<file path="config.mk">
export PLATFORM = sky130hd
export DESIGN_NAME = uart_byte_rx
export DESIGN_NICKNAME = d
export VERILOG_FILES = /design/src/rtl/uart_rx_pkg.sv /design/src/rtl/rx_line_sync.sv /design/src/rtl/rx_bit_timer.sv /design/src/rtl/rx_frame_shift.sv /design/src/rtl/uart_byte_rx.sv
export SDC_FILE = /design/constraint.sdc
export NUM_CORES = 1
export LEC_CHECK = 0
export BUFFER_PORTS_ARGS = -buffer_cell sky130_fd_sc_hd__buf_4
export CAP_MARGIN = 0
export CELL_PAD_IN_SITES_DETAIL_PLACEMENT = 0
export CELL_PAD_IN_SITES_GLOBAL_PLACEMENT = 1
export CORE_MARGIN = 1.5
export CORE_UTILIZATION = 45
export CTS_CLUSTER_SIZE = 25
export DETAILED_ROUTE_END_ITERATION = 8
export PLACE_DENSITY = 0.78
export SETUP_SLACK_MARGIN = 0.3
export SLEW_MARGIN = 5
export SYNTH_ARGS = -nofsm -noshare
export SYNTH_HDL_FRONTEND = slang
export SYNTH_SLANG_ARGS = --single-unit
</file>
<file path="constraint.sdc">
create_clock -name clk_i -period 2.15 [get_ports clk_i]
set_input_delay 0.3225 -clock clk_i [delete_from_list [all_inputs] [get_ports clk_i]]
set_output_delay 0.3225 -clock clk_i [all_outputs]
set_load 0.005 [all_outputs]
</file>
<file path="src/rtl/uart_rx_pkg.sv">
package uart_rx_pkg;

    // Receiver control states
    typedef enum logic [2:0] {
        RX_IDLE,
        RX_START,
        RX_DATA,
        RX_STOP,
        RX_HOLD,
        RX_RELEASE
    } rx_state_e;

    // Data bits plus one parity bit
    localparam int unsigned RX_DATA_BITS  = 8;
    localparam int unsigned RX_FRAME_BITS = RX_DATA_BITS + 1;

endpackage

</file>
<file path="src/rtl/rx_line_sync.sv">
module rx_line_sync (
    input  logic clk_i,
    input  logic rst_i,
    input  logic serial_i,
    output logic level_o,
    output logic fell_o
);
    // Two metastability flops plus one history flop for edge detection
    logic [2:0] sync_d, sync_q;

    always_comb begin
        sync_d = {sync_q[1:0], serial_i};
    end

    always_ff @(posedge clk_i) begin
        if (rst_i) sync_q <= 3'b111;
        else       sync_q <= sync_d;
    end

    assign level_o = sync_q[1];
    assign fell_o  = sync_q[2] & ~sync_q[1];
endmodule

</file>
<file path="src/rtl/rx_bit_timer.sv">
module rx_bit_timer #(
    parameter int unsigned BIT_CYC  = 5208,
    parameter int unsigned HALF_CYC = 2604
) (
    input  logic clk_i,
    input  logic clr_i,
    output logic half_o,
    output logic full_o
);
    localparam int unsigned CW = (BIT_CYC > 1) ? $clog2(BIT_CYC) : 1;

    logic [CW-1:0] cnt_d, cnt_q;

    // The half mark is only a tap; the count runs on to the full period
    assign half_o = (cnt_q == CW'(HALF_CYC - 1));
    assign full_o = (cnt_q == CW'(BIT_CYC - 1));

    always_comb begin
        if (clr_i || full_o) cnt_d = '0;
        else                 cnt_d = cnt_q + 1'b1;
    end

    always_ff @(posedge clk_i) begin
        cnt_q <= cnt_d;
    end
endmodule

</file>
<file path="src/rtl/rx_frame_shift.sv">
module rx_frame_shift #(
    parameter int unsigned WIDTH = 9
) (
    input  logic             clk_i,
    input  logic             rst_i,
    input  logic             shift_i,
    input  logic             bit_i,
    output logic [WIDTH-1:0] word_o,
    output logic             odd_o
);
    logic [WIDTH-1:0] word_d, word_q;

    // New samples enter at the top; the first bit ends at position 0
    always_comb begin
        word_d = word_q;
        if (shift_i) word_d = {bit_i, word_q[WIDTH-1:1]};
    end

    always_ff @(posedge clk_i) begin
        if (rst_i) word_q <= '0;
        else       word_q <= word_d;
    end

    assign word_o = word_q;
    assign odd_o  = ^word_q;
endmodule

</file>
<file path="src/rtl/uart_byte_rx.sv">
module uart_byte_rx #(
    parameter int unsigned CLK_FREQ_HZ = 100_000_000,
    parameter int unsigned BAUD_RATE   = 19_200
) (
    input  logic       clk_i,
    input  logic       rst_i,
    input  logic       serial_i,
    output logic       byte_req_o,
    input  logic       byte_ack_i,
    output logic [7:0] byte_o,
    output logic       parity_err_o
);
    import uart_rx_pkg::*;

    localparam int unsigned BIT_CYC  = CLK_FREQ_HZ / BAUD_RATE;
    localparam int unsigned HALF_CYC = BIT_CYC / 2;
    localparam int unsigned BCW      = $clog2(RX_FRAME_BITS);

    typedef struct packed {
        rx_state_e      state;
        logic [BCW-1:0] bitcnt;
        logic           perr;
    } rx_ctl_t;

    rx_ctl_t ctl_d, ctl_q;

    logic line_lvl, line_fell;
    logic half_tick, full_tick;
    logic tmr_clr, shift_en;
    logic [RX_FRAME_BITS-1:0] frame_word;
    logic frame_odd;

    rx_line_sync sync_i (
        .clk_i    (clk_i),
        .rst_i    (rst_i),
        .serial_i (serial_i),
        .level_o  (line_lvl),
        .fell_o   (line_fell)
    );

    rx_bit_timer #(
        .BIT_CYC  (BIT_CYC),
        .HALF_CYC (HALF_CYC)
    ) timer_i (
        .clk_i  (clk_i),
        .clr_i  (tmr_clr),
        .half_o (half_tick),
        .full_o (full_tick)
    );

    rx_frame_shift #(
        .WIDTH (RX_FRAME_BITS)
    ) shreg_i (
        .clk_i   (clk_i),
        .rst_i   (rst_i),
        .shift_i (shift_en),
        .bit_i   (line_lvl),
        .word_o  (frame_word),
        .odd_o   (frame_odd)
    );

    always_comb begin
        ctl_d    = ctl_q;
        tmr_clr  = rst_i;
        shift_en = 1'b0;
        unique case (ctl_q.state)
            RX_IDLE: begin
                tmr_clr      = 1'b1;
                ctl_d.bitcnt = '0;
                ctl_d.perr   = 1'b0;
                if (line_fell) ctl_d.state = RX_START;
            end
            RX_START: begin
                if (half_tick) begin
                    tmr_clr     = 1'b1;
                    ctl_d.state = RX_DATA;
                end
            end
            RX_DATA: begin
                if (full_tick) begin
                    shift_en = 1'b1;
                    if (ctl_q.bitcnt == BCW'(RX_FRAME_BITS - 1)) ctl_d.state = RX_STOP;
                    else ctl_d.bitcnt = ctl_q.bitcnt + 1'b1;
                end
            end
            RX_STOP: begin
                if (full_tick) begin
                    ctl_d.perr  = ~frame_odd;
                    ctl_d.state = RX_HOLD;
                end
            end
            RX_HOLD: begin
                if (byte_ack_i) begin
                    ctl_d.perr  = 1'b0;
                    ctl_d.state = RX_RELEASE;
                end
            end
            RX_RELEASE: begin
                if (!byte_ack_i) ctl_d.state = RX_IDLE;
            end
            default: ctl_d.state = RX_IDLE;
        endcase
    end

    always_ff @(posedge clk_i) begin
        if (rst_i) begin
            ctl_q.state  <= RX_IDLE;
            ctl_q.bitcnt <= '0;
            ctl_q.perr   <= 1'b0;
        end else begin
            ctl_q <= ctl_d;
        end
    end

    assign byte_req_o   = (ctl_q.state == RX_HOLD);
    assign parity_err_o = ctl_q.perr;
    assign byte_o       = frame_word[RX_DATA_BITS-1:0];
endmodule

</file>
==> results of run 1 <==
sequential cells by signal, summed over array words and instances (netlist names):
name and flops:
parity_err_o 1, shreg_i.word_o 9, timer_i.cnt_q 13, ctl_q 7
sync_i.sync_q 3
logic make-up (layout without fill, tap and decap cells):
logic type                 count (synthesis)  in the layout  share of synthesized area
adders and majority gates                  3              3                     0.0223
xor gates and xnor gates                  19             19                     0.0990
and+or+nand+nor                           76             76                      0.247
muxes                                     11             11                     0.0655
AOI/OAI and AO/OA                         20             20                     0.0908
buffers and inverters                     24             31                     0.0819
DFF                                       33             33                      0.393
layout make-up:
type | instances | area [um2]
sequential | 33 | 663
tap | 48 | 60.1
timing repair buffer | 15 | 113
clock inverter | 3 | 65.1
fill | 353 | 1730
inverter | 8 | 30.0
clock buffer | 5 | 68.8
multi-input combinational | 129 | 908
worst max-delay path by stage:
stage                                     start                     to  slack (ps)
global placement    timer_i.cnt_q[0]$_SDFF_PP0_  ctl_q[3]$_SDFFE_PP0P_         280
global route        timer_i.cnt_q[0]$_SDFF_PP0_  ctl_q[3]$_SDFFE_PP0P_         310
floorplan           timer_i.cnt_q[0]$_SDFF_PP0_  ctl_q[3]$_SDFFE_PP0P_         360
finish              timer_i.cnt_q[0]$_SDFF_PP0_  ctl_q[3]$_SDFFE_PP0P_         360
CTS                 timer_i.cnt_q[1]$_SDFF_PP0_  ctl_q[3]$_SDFFE_PP0P_         320
detailed placement  timer_i.cnt_q[0]$_SDFF_PP0_  ctl_q[3]$_SDFFE_PP0P_         190
Yosys cell counts, types with 2 or more instances:
cell | n | share of area
dfxtp_1 | 33 | 0.39
nor2_1 | 32 | 0.071
xnor2_1 | 12 | 0.063
mux2i_1 | 11 | 0.066
buf_4 | 8 | 0.036
inv_1 | 8 | 0.018
xor2_1 | 7 | 0.036
nand2_1 | 6 | 0.013
a21oi_1 | 5 | 0.015
nand3_1 | 5 | 0.015
nand4_1 | 5 | 0.019
nor3_1 | 5 | 0.015
clkbuf_1 | 4 | 0.0089
or2_2 | 4 | 0.015
a31oi_1 | 3 | 0.011
ha_1 | 3 | 0.022
nor3b_1 | 3 | 0.013
o21ai_0 | 3 | 0.0089
and4_1 | 2 | 0.010
and4bb_1 | 2 | 0.015
buf_6 | 2 | 0.013
nand3b_1 | 2 | 0.0089
nand4b_1 | 2 | 0.010
o31ai_1 | 2 | 0.0089
through the flow:
step	std cells	utilization	power [mW]	hold WS, ps
floorplan	186	-	0.870	389
global placement	233	0.480	0.903	401
detailed placement	233	0.480	0.902	429
CTS	241	0.521	1.60	213
global route	241	0.525	1.66	225
finish	241	0.525	1.59	216
metal layers:
metal	GRT usage	wire, um	up-vias	part of all wire
met5	0	0	-	0
met4	0.117	93	0	0.032
met3	0.0440	116	7	0.039
met2	0.249	1390	22	0.47
met1	0.184	1350	581	0.46
li1	-	-	643	-
power breakdown:
part,internal (mW),total (mW),switching [mW],leakage [nW]
Sequential,0.637,0.678,0.0404,0.268
Combinational,0.0836,0.220,0.136,0.347
Clock,0.460,0.690,0.230,0.0681
Total,1.18,1.59,0.407,0.683
worst max-delay path, cell delays in order (launching register included):
cell	delay (ps)
dfxtp_2	370
ha_4	170
nor3b_4	210
and4_4	280
a21oi_4	70
or3_1	370
a221oi_2	230
timing repair:
action | 4_1_cts | 5_1_grt
setup endpoints to repair | 4 | 10
buffers inserted | 0 | 0
endpoints found under the hold margin | 0 | 0
resized for setup | 5 | 3
pin swaps | 1 | 1
placed cells by master (no fill, tap or decap), types with 2 or more instances in the layout:
cell type | synthesis | routed
nand3_1 | 5 | 5
bufinv_16 | 0 | 2
dfxtp_1 | 33 | 31
buf_4 | 8 | 15
a31oi_1 | 3 | 3
nor2_1 | 32 | 32
xnor2_1 | 12 | 12
or2_2 | 4 | 4
o21ai_0 | 3 | 3
dfxtp_2 | 0 | 2
a21oi_1 | 5 | 5
nand4b_1 | 2 | 2
xor2_1 | 7 | 7
ha_1 | 3 | 2
nor3_1 | 5 | 5
nor3b_1 | 3 | 2
clkbuf_8 | 0 | 5
and4bb_1 | 2 | 2
inv_1 | 8 | 8
mux2i_1 | 11 | 11
nand3b_1 | 2 | 2
nand4_1 | 5 | 5
o31ai_1 | 2 | 2
nand2_1 | 6 | 6
==> summary.md, run 1 <==
| Metric | Value |
|---|---|
| Mapped Cells | roughly 190 |
| Starting Density | 0.462 |
| Reg2reg start | timer_i.cnt_q[0]$_SDFF_PP0_ |
| Synthesized area | ~1700 um2 |
| Final instance area | ~1900 um2 |
| # DRC | 0 |
| DR vias/cell | around 5.2 |
| Setup TNS | 0 ps |
| # setup viols final | 0 |
| Placed cell area | roughly 1700 um2 |
| Max-Cap Viols | 0 |
| Sequential share of the synthesized area | 0.393 |
| RD Place Congestion | 0.815 |
| Layout cells sized above 1 | 0.197 |
| Pins over their slew limit | 0 |
| Layout area overhead | 13.6% |
| CTS tree | done |
| Worst Hold End | sync_i.sync_q[0]$_SDFF_PP1_ |
| RSZ-0062 raised after global routing | no |
| Slew @ Worst Pin | roughly 400 ps |
| Hold crit path type | in2reg |
| Routed vias | 1253 |
| GR Overflow Total | 0 |
| H-tree depth | 2 |
| Area of the core | approximately 3600 um2 |
| Cell variety after synth | a little over 40 |
| Final antenna-violating net count | 0 |
| Number of cells on the worst hold path | 2 |
| WL/cell | roughly 12 um |
| Worst Path Max Fanout | 6 |
| Clock tree buffer depth | 2 |
| Hold Violations, Final | 0 |
| Seq cells post-synth | 33 |
| Leak | slightly below 0.7 nW |
| Post-route minimum period | between 1500 and 2000 ps |
| Diode count | 0 |
| Clock Skews | 7.75 ps |
| Final net count | ~200 |
| Worst r2r dst | ctl_q[3]$_SDFFE_PP0P_ |
| Vias in the first global route | 1148 |
| Die H | between 60 and 70 um |
| Reg2reg path depth | 6 |
| Initial antenna violation count | 0 |
| Rows | 22 |
| Top FF cell, synth | dfxtp_1 |
| Hold path startpoint | serial_i |
| Pwr dens | between 800 and 900 nW/um2 |
| Die area | between 4000 and 5000 um2 |
| Period utilization | 0.831 |
| Synth warn | 0 |
| Mapped Nets | 193 |
| Hpwl dp | just over 2 mm |
| First-pass DRT Iterations | 4 |
| Post-Route WL | 2.94 mm |
| VDD IR-drop max | about 0.45 mV |
| Post-cts hold buffer count | 0 |
| EDFF count, synth | 0 |
| Boundary Pins | 14 |
| Clk slew on worst S/H paths | ~70 ps |
| Worst path arrival time | 2000 ps |
| Status | finished clean |
| Die W | 64.1 um |
| Root Driver | clkbuf_8 |
| Kind of critical path | reg2reg |
| CTS Buf Count | 5 |
| Global-route wire length before repair | roughly 5 mm |
| Starting DRC count in detailed routing | just over 60 |
| Pre-CTS setup slack | a little under 200 ps |
| Largest net degree at the start of global routing | 24 |
| Startpoint types | flop |
| GRT Total Usage | 0.159 |
| Clock Sinks | 33 |
| Max Clock Freq | 0.560 GHz |
| Req. time, crit path | 2360 ps |
| PortBufs | 13 |
| Relative slew slack | 0.732 |
| R2R setup slack | around 360 ps |
| Setup crit end kind | flop |
| Final WS setup | ~360 ps |
| Async set or reset register ratio after synthesis | 0 |
| Avg Cell Area, Syn | roughly 9 um2 |
| Worst-Skew Late Latency | between 200 and 300 ps |
Power figures use the tool's default switching activity.
==> run 2: changes to the inputs <==
ABC_AREA = 1   (was default)
CORE_UTILIZATION = 43   (was 45)
PLACE_DENSITY = 0.79   (was 0.78)
clock period = 1.7 ns   (was 2.15 ns; I/O delays follow)
==> summary.md, run 2 <==
| Metric | Value |
|---|---|
| Startpoint types | flop |
| Layout cells sized above 1 | 0.331 (+0.134) |
| Clock Sinks | 33 (unchanged) |
| Post-route minimum period | 1390 ps (-392 ps) |
| CP max stage cell | dfxtp_2 |
| Slew @ Worst Pin | 445 ps (+43.6 ps) |
| Async set or reset register ratio after synthesis | 0 (unchanged) |
| Diode count | 0 (unchanged) |
| VDD IR-drop max | 1.01 mV (+130%) |
| Global-route wire length before repair | 6.79 mm (+36%) |
| CP Cell Sequence | ha_4, nand2_2, nor2_4, nand3_4, buf_4, nor2_4, buf_4, a21oi_1 |
| H-tree depth | 2 (unchanged) |
| Layout area overhead | 24.8% |
| Clk slew on worst S/H paths | 70 ps (about the same) |
| Worst Path Max Fanout | 6 (unchanged) |
| Die area | 4710 um2 (+15%) |
| # DRC | 0 (unchanged) |
| Hold crit path type | in2reg |
| CP delay by family, top | simple AND/OR/NAND/NOR gates |
| Pins over their slew limit | 0 (unchanged) |
| Clock tree buffer depth | 2 (unchanged) |
| Period utilization | 0.820 (-0.0107) |
| Status | finished clean |
| Vias in the first global route | 1494 (+30%) |
| Largest net degree at the start of global routing | 17 (-29%) |
| # setup viols final | 0 (unchanged) |
| Mapped Cells | 265 (+42%) |
| Synth top area share | 0.357 (-0.0364) |
| GR Overflow Total | 0 (unchanged) |
| CTS Buf Count | 5 (unchanged) |
| Starting DRC count in detailed routing | 152 (+150%) |
| PortBufs | 13 (unchanged) |
| DR vias/cell | 4.94 (-5.0%) |
| Top post-synthesis cells by count | nand2_1 (54), nor2_1 (34), dfxtp_1 (33) |
| RD Place Congestion | 0.792 (-2.8%) |
| WL/cell | 12.0 um (-2.1%) |
| Hold Slack | 146 ps (-69.5 ps) |
| Worst path bufs/invs | 2 (+2) |
| Boundary Pins | 14 (unchanged) |
| Most common cell in the netlist | nand2_1 |
| Pre-CTS setup slack | 157 ps (-38.2 ps) |
| Power Total | 2.93 mW (+85%) |
| Hpwl dp | 2.83 mm (+39%) |
| Slowest cell delay on critical path | 350 ps (-20 ps) |
| Synthesized area | 1850 um2 (+10%) |
| Final net count | 302 (+52%) |
| Starting Density | 0.456 (-0.00610) |
| Top FF cell, synth | dfxtp_1 |
| First-pass DRT Iterations | 4 (unchanged) |
| Fillers | 396 (+12%) |
| Req. time, crit path | 1880 ps (-480 ps) |
| Max FFs per register | 13 (unchanged) |
| Sequential share of the synthesized area | 0.357 (-0.0364) |
| Hold Violations, Final | 0 (unchanged) |
| Initial antenna violation count | 0 (unchanged) |
| Setup TNS | 0 ps (unchanged) |
| EDFF count, synth | 0 (unchanged) |
| Root Driver | clkbuf_8 |
| Top reg by flops | timer_i.cnt_q |
| Final WS setup | 306 ps (-58.0 ps) |
| Synth warn | 0 (unchanged) |
| Routed vias | 1709 (+36%) |
| Seq cells post-synth | 33 (unchanged) |
| Commonest non-fill, non-tap cell in the layout | nand2_1 |
| CTS tree | done |
| Die H | 68.6 um (+7.1%) |
| Worst path arrival time | 1580 ps (-420 ps) |
| GRT Total Usage | 0.197 (+0.0380) |
| Max-Cap Viols | 0 (unchanged) |
| Placed instance count | 319 (+37%) |
| Pwr dens | 1270 nW/um2 (+53%) |
| Area of the core | 4060 um2 (+12%) |
| Cell variety after synth | 31 (-24%) |
| Synth area leaders | dfxtp_1 (36%), nand2_1 (11%), nor2_1 (6.9%), inv_1 (5.7%), a21oi_1 (4.6%) |
| Clock Skews | 4.15 ps (-3.60 ps) |
| Setup crit end kind | flop |
| Leak | 0.922 nW (+35%) |
| RSZ-0062 raised after global routing | yes |
| Area leader, netlist | dfxtp_1 |
| Cell Count, Final, Fillers Out | 346 (+44%) |
| Mapped Nets | 272 (+41%) |
| Die W | 68.6 um (+7.1%) |
| Kind of critical path | reg2reg |
| Avg Cell Area, Syn | 6.99 um2 (-23%) |
| Post-Route WL | 4.14 mm (+41%) |
| Worst-Skew Late Latency | 290 ps (about the same) |
| Rows | 23 (+4.5%) |
| Relative slew slack | 0.703 (-0.0284) |
| Final antenna-violating net count | 0 (unchanged) |
| Max Clock Freq | 0.718 GHz (+28%) |
| Commonest cells after routing, fill and taps aside | nand2_1 (48), buf_4 (32), nor2_1 (28) |
==> run 2: cell type report <==
cell class	instances	area [um2]	share of cell area
Clock inverter	3	46.3	0.0200
Timing Repair inverter	1	5.00	0.00217
Clock buffer	5	68.8	0.0298
Sequential cell	33	678	0.293
Inverter	34	135	0.0585
Multi-Input combinational cell	187	1060	0.460
Timing Repair Buffer	33	251	0.109
Tap cell	50	62.6	0.0271
==> run 2: path summary, 6_finish.rpt <==
| kind | start | endpoint | slack [ps] | cells past startpoint |
|---|---|---|---|---|
| setup / recovery | timer_i.cnt_q[1]$_SDFF_PP0_ | shreg_i.word_o[2]$_SDFFE_PP0P_ | 310 | 8 |
| setup reg to reg | timer_i.cnt_q[1]$_SDFF_PP0_ | shreg_i.word_o[2]$_SDFFE_PP0P_ | 310 | 8 |
| hold reg to reg | sync_i.sync_q[0]$_SDFF_PP1_ | sync_i.sync_q[1]$_SDFF_PP1_ | 420 | 1 |
| hold / removal | serial_i | sync_i.sync_q[0]$_SDFF_PP1_ | 150 | 2 |
==> run 2: report_power, final <==
part	switching, mW	total, mW	internal [mW]
Sequential	0.106	0.987	0.881
Clock	0.305	0.744	0.438
Combinational	0.706	1.20	0.497
Total	1.12	2.93	1.82
==> run 2: logic make-up after synthesis <==
| group | Yosys count | synth area share |
|---|---|---|
| buffers and inverters | 46 | 0.118 |
| XOR/XNOR | 7 | 0.0331 |
| AND/OR/NAND/NOR | 142 | 0.373 |
| AO/OA/AOI/OAI | 34 | 0.0987 |
| adder cells (fa/ha/maj) | 3 | 0.0203 |
| flip-flops | 33 | 0.357 |
==> run 2: metal layers <==
| metal | GRT usage | wire [um] | vias up |
|---|---|---|---|
| met5 | 0 | 0 | - |
| met4 | 0.0825 | 61 | 0 |
| met3 | 0.0406 | 137 | 6 |
| met2 | 0.264 | 1730 | 24 |
| met1 | 0.298 | 2200 | 772 |
| li1 | - | - | 907 |
==> run 2: per-stage QoR <==
stage          cell area, um2   util
2_1_floorplan            1850      -
4_1_cts                  2170  0.536
3_5_place_dp             1940  0.479
6_report                 2310  0.570
3_3_place_gp             1940  0.479
5_1_grt                  2310  0.570
==> run 2: repair_timing <==
| action | in CTS | in global routing |
|---|---|---|
| gates cloned | 0 | 2 |
| resized for setup | 19 | 26 |
| endpoints found under the hold margin | 0 | 0 |
| hold buffers | 0 | 0 |
| endpoints found under the setup margin | 29 | 29 |
| setup buffers | 8 | 9 |
| pin swaps | 11 | 15 |
==> run 3: changes to the inputs <==
clock period = 1.46 ns   (was 1.7 ns; I/O delays follow)
==> summary.md, run 3 (same netlist as run 2, synthesis figures left out) <==
| Metric | Value |
|---|---|
| Reg2reg start | timer_i.cnt_q[0]$_SDFF_PP0_ |
| Boundary Pins | 14 (unchanged) |
| CP most frequent cell | nor2_4 |
| Final instance area | 2410 um2 (+4.4%) |
| Pwr dens | 1370 nW/um2 (+8.0%) |
| Worst-Skew Late Latency | 290 ps (about the same) |
| Die W | 68.6 um (unchanged) |
| Number of cells on the worst hold path | 2 (unchanged) |
| Core Util, Final | 0.595 (+0.0253) |
| Max-Cap Viols | 0 (unchanged) |
| Req. time, crit path | 1690 ps (-190 ps) |
| Worst Hold End | sync_i.sync_q[0]$_SDFF_PP1_ |
| Worst path arrival time | 1690 ps (+110 ps) |
| Final net count | 310 (+2.6%) |
| Global-route wire length before repair | 6.66 mm (-1.9%) |
| Commonest cells after routing, fill and taps aside | nand2_1 (50), buf_4 (36), nor2_1 (27) |
| R2R setup slack | 6 ps (-300 ps) |
| Clk slew on worst S/H paths | 80 ps (about the same) |
| Period utilization | 0.996 (+0.176) |
| Area of the core | 4060 um2 (unchanged) |
| Max Clock Freq | 0.688 GHz (-4.2%) |
| Placed cell area | 2080 um2 (+7.1%) |
| Hold path startpoint | serial_i |
| CP delay by family, top | simple AND/OR/NAND/NOR gates |
| Clock Skews | 10.8 ps (+6.62 ps) |
| Relative slew slack | 0.708 (+0.00469) |
| Commonest non-fill, non-tap cell in the layout | nand2_1 |
| Hold crit path type | in2reg |
| Logic pwr share | 0.454 (+0.044) |
| Die area | 4710 um2 (unchanged) |
| VDD IR-drop max | 0.678 mV (-33%) |
| Starting Density | 0.456 (unchanged) |
| Leak | 0.984 nW (+6.7%) |
| Die H | 68.6 um (unchanged) |
| Diode count | 0 (unchanged) |
| Kind of critical path | reg2reg |
| Startpoint types | flop |
| WL/cell | 12.4 um (+4.2%) |
| CP Cell Sequence | ha_4, nand2_4, nor2_4, nand3_4, nor2_4, buf_12, buf_8, o21ai_0, nor2_1 |
| Max FFs per register | 13 (unchanged) |
| Internal Power | 1.99 mW (+9.3%) |
| Vias in the first global route | 1516 (+1.5%) |
| GRT Total Usage | 0.190 (-0.00627) |
| H-tree depth | 2 (unchanged) |
| # DRC | 0 (unchanged) |
| Hold Violations, Final | 0 (unchanged) |
| Top reg by flops | timer_i.cnt_q |
| Root Driver | clkbuf_8 |
| Largest net degree at the start of global routing | 17 (unchanged) |
| DR vias/cell | 5.02 (+1.6%) |
| RSZ-0062 raised after global routing | yes |
| GR Overflow Total | 0 (unchanged) |
| Routed vias | 1776 (+3.9%) |
| Setup TNS | 0 ps (unchanged) |
| Pins over their slew limit | 0 (unchanged) |
| Final antenna-violating net count | 0 (unchanged) |
| Net switching power | 1.32 mW (+18%) |
| Initial antenna violation count | 0 (unchanged) |
| Clock tree buffer depth | 2 (unchanged) |
| Slew @ Worst Pin | 438 ps (-7.02 ps) |
| Layout area overhead | 30.3% |
| CTS Buf Count | 5 (unchanged) |
| Reg2reg path depth | 9 (+1) |
| Clock share of power | 0.206 (-0.047) |
| First-pass DRT Iterations | 4 (unchanged) |
| CP max stage cell | dfxtp_2 |
| Post-route minimum period | 1450 ps (+60.7 ps) |
| Status | finished clean |
| Worst path bufs/invs | 2 (unchanged) |
| Starting DRC count in detailed routing | 112 (-26%) |
| Rows | 23 (unchanged) |
| Worst Path Max Fanout | 8 (+2) |
| Layout cells sized above 1 | 0.368 (+0.0373) |
| Power Total | 3.31 mW (+13%) |
| Clock Sinks | 33 (unchanged) |
| # setup viols final | 0 (unchanged) |
| CTS tree | done |
| Slowest cell delay on critical path | 360 ps (about the same) |
| Setup crit end kind | flop |
| Post-Route WL | 4.41 mm (+6.6%) |
| Seq pwr share | 0.339 (+0.003) |
| Switching share of power | 0.400 (+0.0190) |
| Worst r2r dst | shreg_i.word_o[5]$_SDFFE_PP0P_ |
| Hpwl dp | 2.94 mm (+3.9%) |
| PortBufs | 13 (unchanged) |
| RD Place Congestion | 0.844 (+6.5%) |
==> run 3: cell types whose count changed in the layout (fill, tap and decap cells not counted), moves of 4 or more <==
cell,change
a21oi_1,-4
a21oi_2,+4
buf_6,+4
nor3_1,-4
buf_4,+4
==> run 3: worst register-to-register path, stage by stage, from the launching register on <==
cell	delay, ps
dfxtp_2	360
ha_4	150
nand2_4	50
nor2_4	110
nand3_4	140
nor2_4	130
buf_12	130
buf_8	120
o21ai_0	80
nor2_1	110
==> run 3: metrics by stage <==
stage,worst slack (ps),hold slack [ps],cells
after floorplan,132,288,265
after global placement,31.9,390,333
after detailed placement,19.7,400,333
after CTS,38.4,107,350
after global routing,-78.8,111,354
final,5.61,114,354
==> run 3: power by group through the flow <==
stage	clock network [mW]	logic [mW]	registers (mW)
final	0.683	1.50	1.12
after CTS	0.706	1.38	1.12
after floorplan	0	0.871	1.08
after global placement	0	1.20	1.12
after detailed placement	0	1.18	1.12
after global routing	0.744	1.65	1.14
==> run 3: routing by layer <==
layer | global-route usage | up-vias | wire (um)
li1 | - | 922 | -
met2 | 0.281 | 28 | 1960
met4 | 0.0750 | 0 | 42
met5 | 0 | - | 0
met1 | 0.266 | 821 | 2240
met3 | 0.0438 | 5 | 161
==> run 3: final cells by class <==
| type | count | area (um2) |
|---|---|---|
| tap | 50 | 62.6 |
| timing repair buffer | 43 | 362 |
| clock buffer | 5 | 68.8 |
| fill | 376 | 1640 |
| inverter | 34 | 128 |
| sequential | 33 | 674 |
| multi-input combinational | 186 | 1100 |
| clock inverter | 3 | 17.5 |
==> run 3: what timing repair did <==
action | CTS | global route
hold buffers | 0 | 0
pin swaps | 12 | 7
buffers inserted | 9 | 4
setup endpoints to repair | 31 | 31
resized for setup | 23 | 21
==> run 3: worst max-delay path by stage <==
| stage | start | cells past startpoint | slack [ps] | end |
|---|---|---|---|---|
| floorplan | timer_i.cnt_q[1]$_SDFF_PP0_ | 10 | 130 | ctl_q[6]$_SDFFE_PP0P_ |
| global placement | ctl_q[7]$_SDFFE_PP0P_ | 5 | 30 | timer_i.cnt_q[12]$_SDFF_PP0_ |
| detailed placement | timer_i.cnt_q[0]$_SDFF_PP0_ | 10 | 20 | ctl_q[5]$_SDFFE_PP0P_ |
| CTS | timer_i.cnt_q[0]$_SDFF_PP0_ | 10 | 40 | ctl_q[5]$_SDFFE_PP0P_ |
| global route | ctl_q[2]$_SDFFE_PP0P_ | 11 | -80 | ctl_q[5]$_SDFFE_PP0P_ |
| finish | timer_i.cnt_q[0]$_SDFF_PP0_ | 9 | 6 | shreg_i.word_o[5]$_SDFFE_PP0P_ |
